<file path="src/rtl/cwf_pkg.sv">
package cwf_pkg;

  typedef enum logic [1:0] {
    FS_IDLE = 2'd0,
    FS_ADDR = 2'd1,
    FS_FILL = 2'd2
  } fill_state_e;

  // offset of the beat taken after 'step' earlier beats, starting at 'start'
  function automatic int unsigned wrap_idx(input int unsigned start,
                                           input int unsigned step,
                                           input int unsigned words);
    return (start + step) % words;
  endfunction

endpackage

</file>
<file path="src/rtl/cwf_seq.sv">
module cwf_seq
  import cwf_pkg::*;
#(
  parameter int ADDR_W     = 16,
  parameter int LINE_WORDS = 4,
  localparam int OFF_W     = $clog2(LINE_WORDS),
  localparam int LINE_W    = ADDR_W - OFF_W
) (
  input  logic              clk,
  input  logic              rst_n,
  input  logic              start,
  input  logic [ADDR_W-1:0] start_addr,
  input  logic              mem_rvalid,
  output logic              busy,
  output logic              mem_req,
  output logic [ADDR_W-1:0] mem_addr,
  output logic              beat_take,
  output logic [OFF_W-1:0]  beat_word,
  output logic              beat_last,
  output logic [LINE_W-1:0] line_addr
);

  fill_state_e       state_q;
  logic [OFF_W-1:0]  crit_q;
  logic [OFF_W-1:0]  cnt_q;
  logic [LINE_W-1:0] line_q;

  assign busy      = (state_q != FS_IDLE);
  assign mem_req   = (state_q == FS_ADDR);
  assign mem_addr  = {line_q, crit_q};
  assign line_addr = line_q;
  assign beat_take = (state_q == FS_FILL) && mem_rvalid;
  assign beat_last = (cnt_q == OFF_W'(LINE_WORDS - 1));
  assign beat_word = OFF_W'(wrap_idx(int'(crit_q), int'(cnt_q), LINE_WORDS));

  always_ff @(posedge clk or negedge rst_n) begin
    if (!rst_n) begin
      state_q <= FS_IDLE;
      crit_q  <= '0;
      cnt_q   <= '0;
      line_q  <= '0;
    end else begin
      case (state_q)
        FS_IDLE: if (start) begin
          state_q <= FS_ADDR;
          line_q  <= start_addr[ADDR_W-1:OFF_W];
          crit_q  <= start_addr[OFF_W-1:0];
          cnt_q   <= '0;
        end
        FS_ADDR: state_q <= FS_FILL;
        FS_FILL: if (beat_take) begin
          if (beat_last) begin
            state_q <= FS_IDLE;
            cnt_q   <= '0;
          end else begin
            cnt_q <= cnt_q + 1'b1;
          end
        end
        default: state_q <= FS_IDLE;
      endcase
    end
  end

  a_r2_req_pulse: assert property (@(posedge clk) disable iff (!rst_n)
    mem_req |=> !mem_req);

  a_r5_busy_until_last: assert property (@(posedge clk) disable iff (!rst_n)
    (busy && !(beat_take && beat_last)) |=> busy);

endmodule

</file>
<file path="src/rtl/cwf_linebuf.sv">
module cwf_linebuf #(
  parameter int DATA_W     = 32,
  parameter int LINE_WORDS = 4,
  localparam int OFF_W     = $clog2(LINE_WORDS)
) (
  input  logic                  clk,
  input  logic                  rst_n,
  input  logic                  wr_en,
  input  logic [OFF_W-1:0]      wr_word,
  input  logic [DATA_W-1:0]     wr_data,
  input  logic                  clear,
  input  logic [OFF_W-1:0]      rd_word,
  output logic [LINE_WORDS-1:0] mask,
  output logic [DATA_W-1:0]     rd_data
);

  logic [DATA_W-1:0] words_q [LINE_WORDS];

  for (genvar gi = 0; gi < LINE_WORDS; gi++) begin : g_word
    logic hit_w;
    assign hit_w = wr_en && (wr_word == OFF_W'(gi));

    always_ff @(posedge clk or negedge rst_n) begin
      if (!rst_n) begin
        mask[gi]    <= 1'b0;
        words_q[gi] <= '0;
      end else begin
        if (clear)      mask[gi] <= 1'b0;
        else if (hit_w) mask[gi] <= 1'b1;
        if (hit_w) words_q[gi] <= wr_data;
      end
    end
  end

  assign rd_data = words_q[rd_word];

  a_r9_mask_cleared: assert property (@(posedge clk) disable iff (!rst_n)
    clear |=> (mask == '0));

  a_r3_mask_step: assert property (@(posedge clk) disable iff (!rst_n)
    (wr_en && !clear && !mask[wr_word]) |=>
      ($countones(mask) == $past($countones(mask)) + 1));

endmodule

</file>
<file path="src/rtl/cwf_serve.sv">
module cwf_serve #(
  parameter int ADDR_W     = 16,
  parameter int DATA_W     = 32,
  parameter int LINE_WORDS = 4,
  localparam int OFF_W     = $clog2(LINE_WORDS),
  localparam int LINE_W    = ADDR_W - OFF_W
) (
  input  logic                  clk,
  input  logic                  rst_n,
  input  logic                  busy,
  input  logic                  cpu_req,
  input  logic [ADDR_W-1:0]     cpu_addr,
  input  logic [LINE_W-1:0]     line_addr,
  input  logic [LINE_WORDS-1:0] mask,
  input  logic [DATA_W-1:0]     buf_data,
  input  logic                  beat_take,
  input  logic [OFF_W-1:0]      beat_word,
  input  logic [DATA_W-1:0]     beat_data,
  output logic                  hit_buf,
  output logic                  hit_beat,
  output logic                  cpu_ack,
  output logic [DATA_W-1:0]     cpu_rdata
);

  function automatic logic [LINE_W-1:0] line_of(input logic [ADDR_W-1:0] a);
    return a[ADDR_W-1:OFF_W];
  endfunction

  function automatic logic [OFF_W-1:0] word_of(input logic [ADDR_W-1:0] a);
    return a[OFF_W-1:0];
  endfunction

  logic             same_line;
  logic [OFF_W-1:0] want;

  assign want      = word_of(cpu_addr);
  assign same_line = busy && cpu_req && (line_of(cpu_addr) == line_addr);
  assign hit_buf   = same_line && mask[want];
  assign hit_beat  = same_line && !mask[want] && beat_take && (beat_word == want);
  assign cpu_ack   = hit_buf || hit_beat;

  always_comb begin
    cpu_rdata = '0;
    if (hit_buf)       cpu_rdata = buf_data;
    else if (hit_beat) cpu_rdata = beat_data;
  end

  a_r4_ack_needs_fill: assert property (@(posedge clk) disable iff (!rst_n)
    cpu_ack |-> (busy && cpu_req));

endmodule

</file>
<file path="src/rtl/cwf_fill_ctrl.sv">
module cwf_fill_ctrl
  import cwf_pkg::*;
#(
  parameter int ADDR_W     = 16,
  parameter int DATA_W     = 32,
  parameter int LINE_WORDS = 4,
  localparam int OFF_W     = $clog2(LINE_WORDS),
  localparam int LINE_W    = ADDR_W - OFF_W
) (
  input  logic              clk,
  input  logic              rst_n,
  input  logic              cpu_req,
  input  logic              cpu_miss,
  input  logic [ADDR_W-1:0] cpu_addr,
  output logic              cpu_ack,
  output logic [DATA_W-1:0] cpu_rdata,
  output logic              mem_req,
  output logic [ADDR_W-1:0] mem_addr,
  input  logic              mem_rvalid,
  input  logic [DATA_W-1:0] mem_rdata,
  output logic              fill_we,
  output logic [LINE_W-1:0] fill_line,
  output logic [OFF_W-1:0]  fill_word,
  output logic [DATA_W-1:0] fill_data,
  output logic              fill_busy
);

  logic                  busy;
  logic                  start_fill;
  logic                  beat_take;
  logic                  beat_last;
  logic                  fill_done;
  logic [OFF_W-1:0]      beat_word;
  logic [LINE_W-1:0]     line_addr;
  logic [LINE_WORDS-1:0] mask;
  logic [DATA_W-1:0]     buf_data;
  logic                  hit_buf;
  logic                  hit_beat;

  assign start_fill = !busy && cpu_req && cpu_miss;
  assign fill_done  = beat_take && beat_last;

  cwf_seq #(.ADDR_W(ADDR_W), .LINE_WORDS(LINE_WORDS)) u_seq (
    .clk        (clk),
    .rst_n      (rst_n),
    .start      (start_fill),
    .start_addr (cpu_addr),
    .mem_rvalid (mem_rvalid),
    .busy       (busy),
    .mem_req    (mem_req),
    .mem_addr   (mem_addr),
    .beat_take  (beat_take),
    .beat_word  (beat_word),
    .beat_last  (beat_last),
    .line_addr  (line_addr)
  );

  cwf_linebuf #(.DATA_W(DATA_W), .LINE_WORDS(LINE_WORDS)) u_buf (
    .clk     (clk),
    .rst_n   (rst_n),
    .wr_en   (beat_take),
    .wr_word (beat_word),
    .wr_data (mem_rdata),
    .clear   (fill_done),
    .rd_word (cpu_addr[OFF_W-1:0]),
    .mask    (mask),
    .rd_data (buf_data)
  );

  cwf_serve #(.ADDR_W(ADDR_W), .DATA_W(DATA_W), .LINE_WORDS(LINE_WORDS)) u_serve (
    .clk       (clk),
    .rst_n     (rst_n),
    .busy      (busy),
    .cpu_req   (cpu_req),
    .cpu_addr  (cpu_addr),
    .line_addr (line_addr),
    .mask      (mask),
    .buf_data  (buf_data),
    .beat_take (beat_take),
    .beat_word (beat_word),
    .beat_data (mem_rdata),
    .hit_buf   (hit_buf),
    .hit_beat  (hit_beat),
    .cpu_ack   (cpu_ack),
    .cpu_rdata (cpu_rdata)
  );

  assign fill_we   = beat_take;
  assign fill_line = line_addr;
  assign fill_word = beat_word;
  assign fill_data = mem_rdata;
  assign fill_busy = busy;

  a_r8_req_on_empty: assert property (@(posedge clk) disable iff (!rst_n)
    mem_req |-> (mask == '0));

  a_r10_idle_quiet: assert property (@(posedge clk) disable iff (!rst_n)
    !fill_busy |-> (!cpu_ack && !fill_we));

  a_r6_single_source: assert property (@(posedge clk) disable iff (!rst_n)
    hit_buf |-> !fill_we || (fill_word != cpu_addr[OFF_W-1:0]));

endmodule

</file>
<file path="config.mk">
export PLATFORM = sky130hd
export DESIGN_NAME = cwf_fill_ctrl
export DESIGN_NICKNAME = d
export VERILOG_FILES = /design/src/rtl/cwf_pkg.sv /design/src/rtl/cwf_seq.sv /design/src/rtl/cwf_linebuf.sv /design/src/rtl/cwf_serve.sv /design/src/rtl/cwf_fill_ctrl.sv
export SDC_FILE = /design/constraint.sdc
export NUM_CORES = 1
export LEC_CHECK = 0
export ABC_AREA = 1
export BUFFER_PORTS_ARGS = -buffer_cell sky130_fd_sc_hd__buf_2
export CORE_MARGIN = 3
export CORE_UTILIZATION = 55
export DETAILED_ROUTE_END_ITERATION = 16
export GPL_ROUTABILITY_DRIVEN = 0
export PLACE_DENSITY = 0.8
export SYNTH_ARGS = -nofsm -noshare
export SYNTH_HDL_FRONTEND = slang
export SYNTH_SLANG_ARGS = --single-unit
</file>
<file path="constraint.sdc">
create_clock -name clk -period 3 [get_ports clk]
set_clock_uncertainty 0.15 [all_clocks]
set_input_delay 0.3 -clock clk [delete_from_list [all_inputs] [get_ports clk]]
set_output_delay 0.3 -clock clk [all_outputs]
set_load 0.05 [all_outputs]
</file>
# After elaboration in Yosys (flattened, before gate mapping)
# Cells that the tools add are included.
[classes]
add_sub_neg = 2
multipliers = 0
div = 0
order_cmp = 2
eq_ne = 11
n_shift = 0
muxes = 23
bitwise_logic = 1
n_reduce_logical = 28
[ops]
columns = ["cell", "n"]
rows = [
  ["32-bit 2-to-1 mux", 4],
  ["32-bit binary-select mux with 2-bit select", 1],
  ["14-bit == test", 1],
  ["1-bit logical AND", 14],
  ["2-bit 2-to-1 mux", 6],
  ["2-bit nonzero test", 6],
  ["1-bit 2-to-1 mux", 9],
  ["2-bit == test, second input constant", 4],
  ["2-bit != test, second input constant", 3],
  ["2-bit one-hot mux with 3 select lines", 1],
  ["3-bit AND reduction", 2],
  ["2-bit by 1-bit == test with 1-bit output, second input constant", 2],
  ["2-bit logical NOT", 2],
  ["2-bit one-hot mux with 2 select lines", 1],
  ["3-bit >= comparator, second input constant", 1],
  ["2-bit by 3-bit < comparator with 1-bit output, second input constant", 1],
  ["2-bit inverter with 3-bit output", 1],
  ["2-bit by 1-bit adder with 2-bit output, second input constant", 1],
  ["2-bit adder", 1],
  ["1-bit binary-select mux with 2-bit select", 1],
  ["2-bit == test", 1],
  ["1-bit logical NOT", 2],
  ["2-bit AND reduction", 1],
  ["1-bit logical OR", 1],
]
[totals]
register_bits = 152
latchBits = 0
ramBits = 0
rom_bits = 0
input_bits = 53
output_inout_bits = 100
wordCells = 79
memories = 0

# Longest topological paths before layout
[depth]
word_depth = 8
depth_mapped = 11
mapped_depth_nobuf = 10

# Hierarchy
# Synthesis repeated with hierarchy kept, for this count alone.
[hier_totals]
cells_unflattened = 1240
hier_area_um2 = 9029.9
[modules_own_cells]
columns = ["module", "n_inst", "cells_each", "area_each_um2", "seq_area_each_um2"]
rows = [
  ["cwf_linebuf", 1, 872, 6710.2, 3303.2],
  ["cwf_serve", 1, 216, 1076.0, 0.0],
  ["cwf_seq", 1, 116, 985.9, 500.5],
  ["cwf_fill_ctrl", 1, 36, 257.7, 0.0],
]

# Worst setup path before layout
# No wires, ideal clock.
[synth_path]
path_type = "register -> output"
startpoint = "reg u_seq.crit_q[0]"
endpoint = "out cpu_ack"
arrival_time_ns = 2.838
required_ns = 2.550
setup_slack_ns = -0.288
stages_incl_launch_ff = 7
n_path_buf = 0
path_cell_list = "dfrtp_1 -> ha_1 -> xnor2_1 -> nand2_1 -> nor2_2 -> nand3_2 -> o21ai_0"
[synth_via]
elab_chain_cells = 4
[synth_rtl]
columns = ["item", "line", "text"]
rows = [
  ["start, declared", "cwf_seq.sv:24", "logic [OFF_W-1:0] crit_q;"],
  ["start signal, assigned", "cwf_seq.sv:47", "crit_q <= start_addr[OFF_W-1:0];"],
  ["2-bit adder", "cwf_pkg.sv:13", "return (start + step) % words;"],
  ["named net fill_word[0]", "cwf_fill_ctrl.sv:23", "output logic [OFF_W-1:0] fill_word,"],
  ["2-bit == test", "cwf_serve.sv:39", "assign hit_beat = same_line && !mask[want] && beat_take && (beat_word == want);"],
  ["1-bit logical AND", "cwf_serve.sv:39", ""],
  ["1-bit logical OR", "cwf_serve.sv:40", "assign cpu_ack = hit_buf || hit_beat;"],
  ["end, declared", "cwf_fill_ctrl.sv:15", "output logic cpu_ack,"],
]
# The timed path passes the listed nets, and every way through them passes these cells.

# Worst setup path after layout
[layout_path]
startpoint = "reg u_seq.crit_q[0]"
endpoint = "out cpu_rdata[7]"
[layout_via]
elab_chain_cells = 5
[layout_rtl]
columns = ["item", "line", "text"]
rows = [
  ["2-bit adder", "cwf_pkg.sv:13", ""],
  ["2-bit == test", "cwf_serve.sv:39", ""],
  ["1-bit logical AND", "cwf_serve.sv:39", ""],
  ["32-bit 2-to-1 mux", "cwf_serve.sv:45", "else if (hit_beat) cpu_rdata = beat_data;"],
  ["32-bit 2-to-1 mux", "cwf_serve.sv:44", "if (hit_buf) cpu_rdata = buf_data;"],
  ["end, declared", "cwf_fill_ctrl.sv:16", "output logic [DATA_W-1:0] cpu_rdata,"],
]
# Every way passes these cells.

==> results.toml <==
[global_routing]
track_usage_pct = 24.5
antenna_found_initial = 0
grt_pass1_wl_um = 29500
grt_pass1_vias = 6067
grt_remaining_overflow = 0
grt_max_degree = 95

[critical_path]
startpoint_type = "flop"
end_kind = "output pin"
r2r-start = "u_seq.state_q[0]"
crit_path_end = "cpu_rdata[7]"
rr_worst_depth = 9
worstPathArrival_ps = 2400
required_ps = 2550
r2r-end = "u_buf.words_q[107]"
critical_path_class = "flop to output pin"
r2r_setup_slack_ps = 800
cp_max_fo = 17
startpoint = "u_seq.crit_q[0]"

[die]
initial_core_util_pct = 56.8
die_h_um = 124
core_area_sq_mm = 0.0134
dieWidth_um = 124
ios = 153
die-area_sq_mm = 0.0153
core.rowCount = 42

[power]
max-vdd-ir-drop_mv = 0.458
powerDensity_mw_per_mm2 = 983
report.power.total_mw = 8.68
p_leak_nw = 4.62

[sta]
slew_violations = 0
rsz0062_at_grt = "true"
fmax_mhz = 351
setup_viol = 0
max_slew_margin_pct = 43.2
worst_slew_pin_slew_ps = 852
finalHoldViolations = 0
hold_ws_ps = 21.6
post-route-min-period_ps = 2850
finalCritPeriodShare_pct = 95.0

[synth]
synth_commonest_cells = "270 x nand2_1, 208 x o21ai_0, 152 x dfrtp_1"
synth_edf_count = 0
yosys_warnings = 0
synthFlopType = "dfrtp_1"
avgSynthCellArea_sq_um = 7.81
muxShareOfSynthArea_pct = 0
synth_most_common_cell = "nand2_1"
syn-cell-area_sq_mm = 0.00761
synth_cell_types = 21
ys_seq_area_share_pct = 50.0
synthXorXnorAreaFrac_pct = 0.460
netlist_top_cells_area = "dfrtp_1 50%, o21ai_0 14%, nand2_1 13%"
synthSimpleGateAreaFrac_pct = 20.3
postSynth.asyncResetShare_pct = 100
synth_top_family_by_area = "simple AND/OR/NAND/NOR gates"
synth_largest_area_cell = "dfrtp_1"
synth-compound-area-share_pct = 16.8
netlist.area_leader.share_pct = 50.0
synth_fa_ha_area_share_pct = 0.329
syn_nets = 1030
syn_inst = 975
yosys_register_bits = 152

[clocking]
cts_tree = "done"
cts_buffers = 17
clk_latency_ps = 420
cts.clk_slew.worst_paths_ps = 60
max-clock-path-buffers = 2
root_buffer = "clkbuf_16"
h-tree-depth = 4
post_cts_buffers = 0
cts_sinks = 152

[finish]
seq_area_sq_mm = 0.00380
fillers = 1136
syn_to_final_growth_pct = 16.1
multi_input_area_sq_mm = 0.00289
layout.nets = 1120
diodes = 0
layout-drive-gt1-share_pct = 20.0

[run]
drv_cap = 0

[drt]
via_count = 6709
wl_met2_um = 8660
drtIter0Drc = 647
wl_per_cell_um = 14.6
top_layer = "met4"
drc = 0
via_per_inst = 5.35
ant_nets = 0
m1WireLength_um = 8290
drt-pass1-iter-count = 6
wl_met3_um = 1160
wirelength_um = 18300

[worst_hold_path]
hp-class = "input port to flop"

[outcome]
outcome = "complete, no violations"

[place]
port_buffers = 152
dp_hpwl_um = 11600
## routing by layer
metal  up-vias  GRT usage (%)
met2       234           39.3
li1       3283              -
met4         0           7.47
met3        26           5.22
met5         -              0
met1      3166           33.6
## repair_timing
action | CTS | global route
endpoints found under the setup margin | 0 | 23
hold buffers | 4 | 0
gates resized for setup | 0 | 23
hold endpoints to repair | 95 | 0
## cells by family after synthesis
group / after synthesis
simple gates: 390
buf+inv: 180
xor+xnor: 4
fa+ha+maj: 2
compound gates: 247
flops: 152
## flip-flops by register name, summed over array words and instances (netlist names)
register,cells
u_seq.line_addr,14
u_buf.words_q,128
u_buf.mask,4
u_seq.state_q,2
u_seq.cnt_q,2
u_seq.crit_q,2
## cell type report
type / instances / area share (%)
timing repair buffer: 177 / 12.0
inverter: 74 / 3.14
clock buffer: 18 / 4.86
multi-input combinational: 643 / 32.7
clock inverter: 14 / 1.74
sequential: 152 / 43.0
tap: 176 / 2.49
## how the worst min path moves through the flow
stage | start | endpoint | slack [ps] | cells after the start
global route | cpu_addr[11] | u_seq.line_addr[9] | 20 | 3
global placement | rst_n | u_buf.words_q[6] | 300 | 1
CTS | cpu_addr[7] | u_seq.line_addr[5] | 7 | 3
detailed placement | rst_n | u_buf.words_q[2] | 300 | 1
finish | cpu_addr[11] | u_seq.line_addr[9] | 20 | 3
floorplan | rst_n | u_buf.mask[0] | -150 | 0
## power breakdown
| group | internal [mW] | total [mW] | switching [mW] |
|---|---|---|---|
| combinational | 0.910 | 3.07 | 2.16 |
| clock | 1.23 | 2.09 | 0.861 |
| sequential | 2.98 | 3.53 | 0.544 |
## placed cells by master (no fill, tap or decap), types with 2 or more instances in the layout
cell type      synthesis  routed
nand2_1              270     266
o21ai_0              208     207
dfrtp_1              152     152
buf_2                 18     128
nor2_1                75      75
inv_1                 73      72
nand3_1               38      38
o22ai_1               32      32
clkbuf_4               0      23
buf_4                 52      18
clkbuf_16              0      17
clkinvlp_4             0       6
a21oi_1                5       5
clkinv_4               0       5
xnor2_1                4       4
nand2_2                0       4
dlygate4sd3_1          0       4
o21ai_1                2       3
buf_12                 0       3
nor2_4                 2       2
inv_2                  1       2
nor2_2                 2       2
nand3_2                2       2
ha_1                   2       2
bufinv_16              0       2
## through the flow
| step | area (sq um) | TNS (ps) | util [%] | worst slack (ps) | std cells |
|---|---|---|---|---|---|
| 6_report | 8840 | 0 | 65.9 | 151 | 1254 |
| 5_1_grt | 8840 | -77.9 | 65.9 | -25.4 | 1254 |
| 4_1_cts | 8780 | 0 | 65.5 | 96.9 | 1254 |
| 3_5_place_dp | 8160 | 0 | 60.9 | 591 | 1218 |
| 3_3_place_gp | 8160 | 0 | 60.9 | 627 | 1218 |
| 2_1_floorplan | 7610 | 0 | - | 92.9 | 975 |
## worst max-delay path, cell delays in order, from the launching register on
cell     delay, ps
dfrtp_1        390
ha_1           350
xnor2_1        150
nand2_1         70
nor2_2         130
nand3_2        110
nor2_4         130
buf_4          240
nand3_1         90
nand2_1         70
buf_2          250
Note: power is estimated with default switching activity, not from simulation.
